--- config.mk ---
export PLATFORM = sky130hd
export DESIGN_NAME = perf_event_counter
export DESIGN_NICKNAME = d
export VERILOG_FILES = /design/src/rtl/pec_pkg.sv /design/src/rtl/pec_priv_gate.sv /design/src/rtl/pec_cond_unit.sv /design/src/rtl/pec_accum.sv /design/src/rtl/perf_event_counter.sv
export SDC_FILE = /design/constraint.sdc
export NUM_CORES = 1
export LEC_CHECK = 0
export ABC_AREA = 1
export BUFFER_PORTS_ARGS = -buffer_cell sky130_fd_sc_hd__buf_4
export CAP_MARGIN = 10
export CORE_MARGIN = 8
export CORE_UTILIZATION = 53
export DETAILED_ROUTE_END_ITERATION = 12
export GPL_TIMING_DRIVEN = 0
export PLACE_DENSITY_LB_ADDON = 0.25
export SYNTH_ARGS = -nofsm -noshare
export SYNTH_HDL_FRONTEND = slang
export SYNTH_HIERARCHICAL = 1
export SYNTH_SLANG_ARGS = --single-unit
--- constraint.sdc ---
create_clock -name clk -period 3.45 [get_ports clk]
set_input_delay 0.69 -clock clk [delete_from_list [all_inputs] [get_ports clk]]
set_output_delay 0.69 -clock clk [all_outputs]
set_load 0.05 [all_outputs]
--- src/rtl/pec_pkg.sv ---
package pec_pkg;

  localparam int MASK_W = 8;

  typedef struct packed {
    logic [MASK_W-1:0] thresh;    // [12:5]
    logic              enable;    // [4]
    logic              invert;    // [3]
    logic              edge_det;  // [2]
    logic              kern_en;   // [1]
    logic              user_en;   // [0]
  } pec_cfg_t;

  localparam int CFG_W = $bits(pec_cfg_t);

endpackage

--- src/rtl/pec_priv_gate.sv ---
module pec_priv_gate (
  input  logic       enable,
  input  logic       user_en,
  input  logic       kern_en,
  input  logic [1:0] priv_lvl,
  output logic       eligible
);

  logic at_kernel;

  always_comb begin
    at_kernel = (priv_lvl == 2'd0);
    eligible  = enable & (at_kernel ? kern_en : user_en);
  end

endmodule

--- src/rtl/pec_cond_unit.sv ---
module pec_cond_unit #(
  parameter int EVT_W  = 4,
  parameter int MASK_W = 8
) (
  input  logic              clk,
  input  logic              rst,
  input  logic              clr_prev,
  input  logic              eligible,
  input  logic [EVT_W-1:0]  evt,
  input  logic [MASK_W-1:0] thresh,
  input  logic              invert,
  input  logic              edge_det,
  output logic [EVT_W-1:0]  inc
);

  localparam int CMP_W = (EVT_W > MASK_W) ? EVT_W : MASK_W;

  logic [CMP_W-1:0] evt_ext;
  logic [CMP_W-1:0] thr_ext;
  logic             mask_zero;
  logic             met;
  logic             lvl;
  logic             raw_mode;
  logic             prev_q;

  always_comb begin
    evt_ext   = CMP_W'(evt);
    thr_ext   = CMP_W'(thresh);
    mask_zero = (thresh == '0);
    met       = mask_zero ? (evt != '0) : (evt_ext >= thr_ext);
    lvl       = met ^ invert;
    raw_mode  = mask_zero & ~invert & ~edge_det;
  end

  always_comb begin
    inc = '0;
    if (eligible) begin
      if (edge_det) begin
        if (!mask_zero && lvl && !prev_q) inc = EVT_W'(1);
      end else if (raw_mode) begin
        inc = evt;
      end else if (lvl) begin
        inc = EVT_W'(1);
      end
    end
  end

  // The previous-condition state follows the filtered condition.
  always_ff @(posedge clk) begin
    if (rst || clr_prev) prev_q <= 1'b0;
    else                 prev_q <= eligible & lvl;
  end

endmodule

--- src/rtl/pec_accum.sv ---
module pec_accum #(
  parameter int CNT_W = 48,
  parameter int INC_W = 4
) (
  input  logic             clk,
  input  logic             rst,
  input  logic             wr_valid,
  input  logic [CNT_W-1:0] wr_data,
  input  logic [INC_W-1:0] inc,
  output logic [CNT_W-1:0] cnt_q,
  output logic             ovf_q
);

  logic [CNT_W:0] sum_w;

  always_comb begin
    sum_w = {1'b0, cnt_q} + {{(CNT_W + 1 - INC_W){1'b0}}, inc};
  end

  always_ff @(posedge clk) begin
    if (rst) begin
      cnt_q <= '0;
      ovf_q <= 1'b0;
    end else if (wr_valid) begin
      cnt_q <= wr_data;
      ovf_q <= 1'b0;
    end else begin
      cnt_q <= sum_w[CNT_W-1:0];
      ovf_q <= ovf_q | sum_w[CNT_W];
    end
  end

endmodule

--- src/rtl/perf_event_counter.sv ---
module perf_event_counter #(
  parameter int EVT_W = 4,
  parameter int CNT_W = 48
) (
  input  logic                     clk,
  input  logic                     rst,
  input  logic                     cfg_valid,
  input  logic [pec_pkg::CFG_W-1:0] cfg_data,
  input  logic                     cnt_wr_valid,
  input  logic [CNT_W-1:0]         cnt_wr_data,
  input  logic [EVT_W-1:0]         evt_count,
  input  logic [1:0]               priv_lvl,
  output logic [CNT_W-1:0]         cnt_value,
  output logic                     overflow
);

  import pec_pkg::*;

  pec_cfg_t         cfg_q;
  logic             eligible;
  logic             clr_prev;
  logic [EVT_W-1:0] inc;

  always_ff @(posedge clk) begin
    if (rst)            cfg_q <= '0;
    else if (cfg_valid) cfg_q <= pec_cfg_t'(cfg_data);
  end

  assign clr_prev = cfg_valid | ~cfg_q.enable;

  pec_priv_gate u_gate (
    .enable   (cfg_q.enable),
    .user_en  (cfg_q.user_en),
    .kern_en  (cfg_q.kern_en),
    .priv_lvl (priv_lvl),
    .eligible (eligible)
  );

  pec_cond_unit #(.EVT_W(EVT_W), .MASK_W(MASK_W)) u_cond (
    .clk      (clk),
    .rst      (rst),
    .clr_prev (clr_prev),
    .eligible (eligible),
    .evt      (evt_count),
    .thresh   (cfg_q.thresh),
    .invert   (cfg_q.invert),
    .edge_det (cfg_q.edge_det),
    .inc      (inc)
  );

  pec_accum #(.CNT_W(CNT_W), .INC_W(EVT_W)) u_acc (
    .clk      (clk),
    .rst      (rst),
    .wr_valid (cnt_wr_valid),
    .wr_data  (cnt_wr_data),
    .inc      (inc),
    .cnt_q    (cnt_value),
    .ovf_q    (overflow)
  );

endmodule

# Yosys cells after proc, flatten, opt, wreduce, memory -nomap -nowiden
# Cells that the tools add are included.
# Widths: inputs -> output; s select.
classes:
  addsub: 1
  n_lt_le_gt_ge: 1
  mux: 8
  n_bitwise: 10
  n_reduce_logical: 9
op_table:
  columns: ["cell", "count"]
  rows:
  - ["$add 48x4->49", 1]
  - ["$mux 48", 1]
  - ["$mux 4", 3]
  - ["$ge 4x8->1", 1]
  - ["$logic_not 8->1", 1]
  - ["$and 1x1->1", 4]
  - ["$mux 1", 4]
  - ["$reduce_bool 4->1", 1]
  - ["$not 1->1", 3]
  - ["$logic_and 1x1->1", 2]
  - ["$logic_not 1->1", 2]
  - ["$logic_not 2->1", 1]
  - ["$or 1x1->1", 2]
  - ["$reduce_or 2->1", 1]
  - ["$logic_or 1x1->1", 1]
  - ["$xor 1x1->1", 1]
word_totals:
  ff_bits: 63
  inputBits: 71
  out_inout_bits: 49
  wordCells: 38

# Logic depth before layout (Yosys ltp)
# Gate-level depths: netlist (run 1).
logic_depth:
  ltp_word: 10
  ltp_mapped: 24
  mapped_depth_nobuf: 24

# Modules after synthesis
# The synthesis (run 1) kept the hierarchy.
by_module_without_submodules:
  columns: ["module", "n_inst", "cells_per_inst", "area_each_um2", "seq_area_each_um2"]
  rows:
  - ["pec_accum", 1, 607, 3542.1, 980.9]
  - ["perf_event_counter", 1, 57, 469.2, 260.2]
  - ["pec_cond_unit", 1, 57, 292.8, 20.0]
  - ["pec_priv_gate", 1, 6, 25.0, 0.0]

# Worst setup path before layout (run 1)
# No wires, ideal clock.
synth_timing:
  path_kind: "input-to-reg"
  from: "in evt_count[3]"
  to: "reg u_acc.cnt_q[14]"
  setup_ns: 0.115
  arrival_time_ns: 2.844
  required_time_ns: 3.335
  path_slack_ns: 0.490
  stages: 18
  n_path_buf: 0
  cell_sequence: "ha_1 -> nand2_1 -> nand2_1 -> a21oi_1 -> nand3_1 -> nand3_1 -> nand3_1 -> nand2_1 -> inv_1 -> ha_1 -> fa_1 -> nand2_1 -> nand3_2 -> nand3_1 -> nor2_2 -> xor2_1 -> o21ai_0 -> inv_1"
synth_via:
  elab_chain_len: 10
  word_cells_on_any_way: 13
  classes_between: "add/sub: 1; order compare: 1; mux: 7; bitwise: 1; reduce/logical: 3"
synth_lines:
  columns: ["item", "line_no", "rtl"]
  rows:
  - ["start, declared", "perf_event_counter.sv:11", "input logic [EVT_W-1:0] evt_count,"]
  - ["$ge 4x8->1 or $reduce_bool 4->1 (tied branches)", "pec_cond_unit.sv:30", "met = mask_zero ? (evt != '0) : (evt_ext >= thr_ext);"]
  - ["$mux 1 (*)", "pec_cond_unit.sv:30", null]
  - ["$xor 1x1->1 (*)", "pec_cond_unit.sv:31", "lvl = met ^ invert;"]
  - ["$logic_and 1x1->1 (2 in a row)", "pec_cond_unit.sv:39", "if (!mask_zero && lvl && !prev_q) inc = EVT_W'(1);"]
  - ["$mux 1", "pec_cond_unit.sv:39", null]
  - ["$mux 4 (*)", "pec_cond_unit.sv:38", "if (edge_det) begin"]
  - ["$mux 4 (*)", "pec_cond_unit.sv:37", "if (eligible) begin"]
  - ["named net inc[0]", "perf_event_counter.sv:22", "logic [EVT_W-1:0] inc;"]
  - ["$add 48x4->49 (*)", "pec_accum.sv:17", "sum_w = {1'b0, cnt_q} + {{(CNT_W + 1 - INC_W){1'b0}}, inc};"]
  - ["$mux 48 (*)", "pec_accum.sv:24", "end else if (wr_valid) begin"]
  - ["end signal, assigned", "pec_accum.sv:25", "cnt_q <= wr_data;"]
  - ["end signal, assigned", "pec_accum.sv:28", "cnt_q <= sum_w[CNT_W-1:0];"]
  - ["end, declared", "pec_accum.sv:10", "output logic [CNT_W-1:0] cnt_q,"]
# Mark *: on every way through the listed nets, which the timed path passes. The rest lies on a longest branch.
# A chain may end at the register's enable or synchronous reset.

# Final worst setup path (run 1)
layout_timing:
  from: "in evt_count[3]"
  to: "reg u_acc.cnt_q[22]"
# The elaborated chain is that of the path after synthesis.

==> results of run 1 <==
[state kept, by name, summed over array words and instances, names as in the netlist]
register       count
cfg_q             13
u_acc/cnt_q       48
u_cond/prev_q      1
u_acc/ovf_q        1
[final timing paths]
check	from	endpoint	slack, ns	depth (start not counted)
hold / removal	u_acc/ovf_q	u_acc/ovf_q	0.47	2
hold reg to reg	u_acc/ovf_q	u_acc/ovf_q	0.47	2
setup / recovery	evt_count[3]	u_acc/cnt_q[22]	0.29	20
setup reg to reg	cfg_q[8]	u_acc/cnt_q[22]	0.29	20
[cell usage in the layout, fill, tap and decap left out, types with 2 or more instances in the layout]
master / n
nor2_4: 5
inv_6: 2
clkbuf_8: 9
nand2_1: 211
nand3_2: 2
nor2_2: 12
o21ai_1: 8
buf_1: 2
nand3_1: 57
nand4_1: 15
nor2_1: 146
buf_6: 3
a21oi_2: 2
inv_2: 2
bufinv_16: 2
buf_4: 119
dfxtp_1: 63
clkbuf_1: 10
nor3_1: 2
nand3b_1: 7
o21ai_0: 30
o211ai_1: 4
ha_1: 8
a21oi_1: 4
inv_1: 95
nand2_2: 7
clkinv_4: 3
xor2_1: 12
or2_0: 3
xnor2_1: 9
[final cells by class]
class | instances | area (µm²)
multi-input cells | 550 | 2610
flip-flops and latches | 63 | 1260
clock buffers | 9 | 124
inverters | 97 | 364
plain buffers | 17 | 98.8
clock inverters | 7 | 104
repair buffers | 119 | 893
well taps | 105 | 131
fillers | 727 | 2470
[metrics by stage]
| stage | total power [mW] | cells | hold WS [ns] |
|---|---|---|---|
| after floorplan | 1.16 | 727 | 0.462 |
| after global placement | 1.35 | 951 | 0.442 |
| after detailed placement | 1.36 | 951 | 0.458 |
| after CTS | 2.11 | 967 | 0.478 |
| after global routing | 2.20 | 967 | 0.483 |
| final | 2.12 | 967 | 0.473 |
[critical path, delay by kind of cell]
kind,cells,cell delay (ns)
and+or+nand+nor,11,1.16
adders and majority gates,3,0.97
buffers and inverters,4,0.36
AOI/OAI and AO/OA,2,0.22
[metal layers]
metal  part of all wire (%)  track usage [%]
met5                      0                0
met4                    2.0             8.94
met3                     10             6.84
met2                     45             44.5
met1                     42             35.2
[Yosys cell counts, drive strengths merged]
library cell    n
dfxtp          63
xnor2           9
o211ai          4
a21oi           6
xor2           12
o21ai          39
nor2          163
nor3b           1
buf             5
a21boi          1
inv            97
dlymetal6s2s    1
nor3            2
nand2         218
nand3b          7
nand3          60
nand4          15
clkbuf         11
or2             3
fa              1
ha              8
nor4            1
[where the power goes]
| part | internal [mW] | switching, mW |
|---|---|---|
| Combinational | 0.182 | 0.323 |
| Sequential | 0.779 | 0.0698 |
| Clock | 0.416 | 0.346 |
[cell families after synthesis]
family	Yosys count	synth area share (%)
compound gates	50	6.33
flops	63	29.1
fa+ha+maj	9	2.77
buf+inv	114	10.7
xor+xnor	21	4.25
simple gates	470	46.8
==> summary.md, run 1 <==
| Metric | Value |
|---|---|
| Worst min-delay path class | reg2reg |
| Final WL | 15900 µm |
| CTS buffer count | 9 |
| Worst slew pin tran | approximately 0.76 ns |
| Share of layout cells above drive strength 1 | roughly 20% |
| Pre-CTS setup slack | -0.0171 ns |
| Clock slew at reported path FFs | 0.08 ns |
| Post-detail-place hpwl | 12700 µm |
| Worst-path maximum fanout | 4 |
| Total track usage | 27.6% |
| Largest net degree at the start of global routing | 14 |
| Cell area after placement | between 5000 and 6000 µm² |
| Post-route ant nets | 0 |
| Post-CTS Hold Buffers | 0 |
| Post-DR wirelength/cell | 16.4 µm |
| Nets | 937 |
| Area Growth Syn to Fin | 28.9% |
| CP peak stage delay | 0.42 ns |
| Initial core utilization | 53.8% |
| Avg Cell Area, Syn | roughly 6 µm² |
| Cell count after synthesis | 727 |
| GP Congestion | between 0.9 and 1 |
| Crit-path cells | buf_4 > ha_1 > nand2_1 > nand2_1 > a21oi_1 > nand3_1 > nand3_1 > nand3_1 > nand2_1 > inv_1 > ha_1 > fa_1 > nand2_1 > nand3_2 > nand3_1 > inv_1 > nand3b_1 > nand3_1 > o211ai_1 > inv_1 |
| GR Overflow Total | 0 |
| VDD IR max | 0.000323 V |
| Cell mode on critical path | nand3_1 |
| Die area | 11300 µm² |
| Clk_skew | 0.0126 ns |
| H-tree levels | 3 |
| Max clock buf depth | 2 |
| Dominant cell type by area after synthesis | dfxtp_1 |
| Worst path required time | 3.70 ns |
| Synth Cell Area | 4330 µm² |
| Tcrit/Tclk final | 91.6% |
| # Max-Cap Violations | 0 |
| Outcome | completed |
| Die W | 106 µm |
| Final core utilization | 69.3% |
| Vias post-DR | 5093 |
| Crit Path Category | in2reg |
| Final worst slack | approximately 0.29 ns |
| Setup TNS | 0 ns |
| Via/cell ratio | 5.27 |
| Num ports | 120 |
| Resize count post-CTS | 0 |
| Rows | 33 |
| Finished Cell Area | about 5600 µm² |
| Synth cell types | 33 |
| Syn_nets | 807 |
| Fmax | between 300 and 400 MHz |
| Area contributors post-synth | dfxtp_1 29%, nand2_1 18%, nor2_1 13% |
| Core ar. | about 8100 µm² |
| Final Critical Period | 3.16 ns |
| # DRC | 0 |
| Leakage | 2.81 nW |
| CTS tree | yes |
| Initial antenna violation count | 0 |
| Slowest library cell on the worst path | fa_1 |
| Post-synth top area share | between 20% and 30% |
| CTS Sinks | 63 |
| Crit path DAT | 3.41 ns |
| ANT cells | 0 |
| Yosys warning count | 6 |
| First drt pass iteration count | 5 |
| Sequential share of the synthesized area | 29.1% |
| Die height | 106 µm |
| Final Setup Violations | 0 |
| Vias in the first global route | 4845 |
| Clock root buffer | clkbuf_8 |
| CP Launch Type | input pin |
| Number of port buffers | 119 |
| #FFs+latches synth | 63 |
| Final Max Slew Viols | 0 |
| Crit end category | register |
| Worst skew pair latency | 0.35 ns |
| RSZ-0062 raised after global routing | false |
| Slew margin rel. | 49.5% |
| Post-CTS setup buffers | 0 |
| Initial DRC count | 380 |
| Global-route wire length before repair | 24700 µm |
| PwrDens | 379 nW/µm² |
| Final Hold Viols | 0 |
Note: power is estimated with default switching activity, not from simulation.
==> inputs of run 2 (changes only) <==
CELL_PAD_IN_SITES_DETAIL_PLACEMENT = 0   (was default)
CELL_PAD_IN_SITES_GLOBAL_PLACEMENT = 2   (was default)
CORE_UTILIZATION = 27   (was 53)
==> run 2 against run 1 <==
  * Non-clock buffer count is the same
  * Flip-flop and latch count did not move
  * Core utilization down 33 points
  * Design area is 3.5% higher
  * Global-route usage is 10 points lower
  * Routed wire length is 9.6% higher
  * Cell count grew 11%
  * Critical path type unchanged
  * Clock skew decreased by 0.0026 ns
==> summary.md, run 2 (synthesis results as in run 1) <==
| Metric | Value |
|---|---|
| Post-CTS Hold Buffers | 0 |
| # DRC | 0 |
| Slew margin rel. | 48.8% |
| Clock root buffer | clkbuf_16 |
| Post-CTS setup buffers | 0 |
| CTS buffer count | 9 |
| Footprint of the multi-input gates | 2610 µm² |
| Max clock buf depth | 2 |
| Vias in the first global route | 4810 |
| ANT cells | 0 |
| P_int | 1.53 mW |
| Crit path capture | u_acc/cnt_q[22] |
| Setup TNS | 0 ns |
| Largest Register | u_acc/cnt_q |
| Clk_skew | 0.0100 ns |
| Post-route ant nets | 0 |
| Initial core utilization | 27.5% |
| H-tree levels | 3 |
| Clock power frac | 40.5% |
| Area Growth Syn to Fin | 33.5% |
| Fmax | about 320 MHz |
| Final Hold Viols | 0 |
| GR Overflow Total | 0 |
| Vias post-DR | 4789 |
| Tcrit/Tclk final | between 90% and 100% |
| GP Congestion | 0.900 |
| Die area | roughly 20000 µm² |
| Most frequent cells in the layout | 211 x nand2_1, 146 x nor2_1, 119 x buf_4 |
| Logic pwr share | approximately 22% |
| Final WL | 17400 µm |
| Crit Path Category | in2reg |
| Reg power frac | 37.5% |
| First drt pass iteration count | 7 |
| R2r worst-path depth | 20 |
| Num ports | 120 |
| Critical Path Source | evt_count[3] |
| VDD IR max | approximately 0.00023 V |
| Worst min-delay path class | reg2reg |
| Die W | around 140 µm |
| Resize count post-CTS | 0 |
| Most common cell after layout, fill and taps aside | nand2_1 |
| Hold Slack | 0.451 ns |
| Final Setup Violations | 0 |
| Crit path DAT | 3.40 ns |
| CTS tree | yes |
| CP Launch Type | input pin |
| Rows | between 40 and 50 |
| R2R Path End | u_acc/cnt_q[22] |
| Final Critical Period | between 3 and 4 ns |
| Outcome | completed |
| PwrDens | 394 nW/µm² |
| Worst path required time | 3.68 ns |
| Largest net degree at the start of global routing | 11 |
| Worst R2R Start | cfg_q[8] |
| Via/cell ratio | 4.45 |
| Clock slew at reported path FFs | 0.06 ns |
| Number of port buffers | 119 |
| Worst skew pair latency | roughly 0.34 ns |
| Total track usage | 17.4% |
| Initial DRC count | 314 |
| Sw Share | 32.8% |
| Reg2reg setup slack | 0.32 ns |
| Worst slew pin tran | 0.768 ns |
| Worst-path maximum fanout | 4 |
| Final Max Slew Viols | 0 |
| Register area | 1260 µm² |
| Psw | roughly 750 µW |
| Crit end category | register |
| Share of layout cells above drive strength 1 | 19.7% |
| Max reg flops | 48 |
| Post-DR wirelength/cell | 16.2 µm |
| Post-detail-place hpwl | 14100 µm |
| Nets | 937 |
| Top flop regs | u_acc/cnt_q: 48 flops, cfg_q: 13 flops |
| Die height | 143 µm |
| Global-route wire length before repair | 26600 µm |
| Fillers | 1780 |
| # Max-Cap Violations | 0 |
| Initial antenna violation count | 0 |
| Leakage | 2.83 nW |
| RSZ-0062 raised after global routing | false |
| CTS Sinks | 63 |
| Core ar. | ~16000 µm² |
run 2: cell types whose count changed in the layout (fill, tap and decap cells not counted), sizes merged:
| cell | previous run | this run |
|---|---|---|
| clkinv | 3 | 2 |
| bufinv | 2 | 1 |
| inv | 99 | 97 |
| clkinvlp | 0 | 1 |
| clkbuf | 20 | 21 |
run 2: worst min-delay path by stage:
stage / slack, ns / start / depth (start not counted) / to
after floorplan: 0.46 / cfg_q[4] / 2 / cfg_q[4]
after global placement: 0.44 / u_acc/ovf_q / 2 / u_acc/ovf_q
after detailed placement: 0.45 / u_acc/ovf_q / 2 / u_acc/ovf_q
after CTS: 0.46 / u_acc/ovf_q / 2 / u_acc/ovf_q
after global routing: 0.48 / u_acc/ovf_q / 2 / u_acc/ovf_q
final: 0.45 / u_acc/ovf_q / 2 / u_acc/ovf_q
run 2: area by class of cell:
class,count,share of cell area [%]
inverter,97,6.30
tap,216,4.68
sequential,63,21.8
buffer,17,1.71
multi-input combinational,550,45.1
clock inverter,4,0.823
timing repair buffer,119,15.5
clock buffer,10,4.14
run 2: through the flow:
step | instances | util, % | instance area (µm²) | worst slack [ns] | total power [mW]
after floorplan | 727 | - | 4330 | 0.490 | 1.16
after global placement | 1062 | 34.8 | 5490 | -0.0526 | 1.37
after detailed placement | 1062 | 34.8 | 5490 | -0.0467 | 1.38
after CTS | 1076 | 36.6 | 5780 | 0.301 | 2.31
after global routing | 1076 | 36.6 | 5780 | 0.0158 | 2.39
final | 1076 | 36.6 | 5780 | 0.280 | 2.28
run 2: critical path, cell delays in order:
cell      delay, ns
buf_4          0.12
ha_1           0.30
nand2_1        0.06
nand2_1        0.05
a21oi_1        0.12
nand3_1        0.11
nand3_1        0.11
nand3_1        0.09
nand2_1        0.06
inv_1          0.04
ha_1           0.27
fa_1           0.43
nand2_1        0.11
nand3_2        0.11
nand3_1        0.24
inv_1          0.15
nand3b_1       0.12
nand3_1        0.08
o211ai_1       0.11
inv_1          0.05
run 2: power groups by stage:
stage	Clock, mW	Combinational [mW]	Sequential [mW]
after global placement	0	0.502	0.870
after CTS	0.944	0.508	0.856
after global routing	0.974	0.550	0.865
after floorplan	0	0.174	0.986
final	0.922	0.503	0.855
after detailed placement	0	0.506	0.872
run 2: metal layers:
layer	wire (µm)	GRT usage [%]
met4	202	4.92
met2	7930	28.8
met3	1230	4.01
met1	8030	22.0
met5	0	0
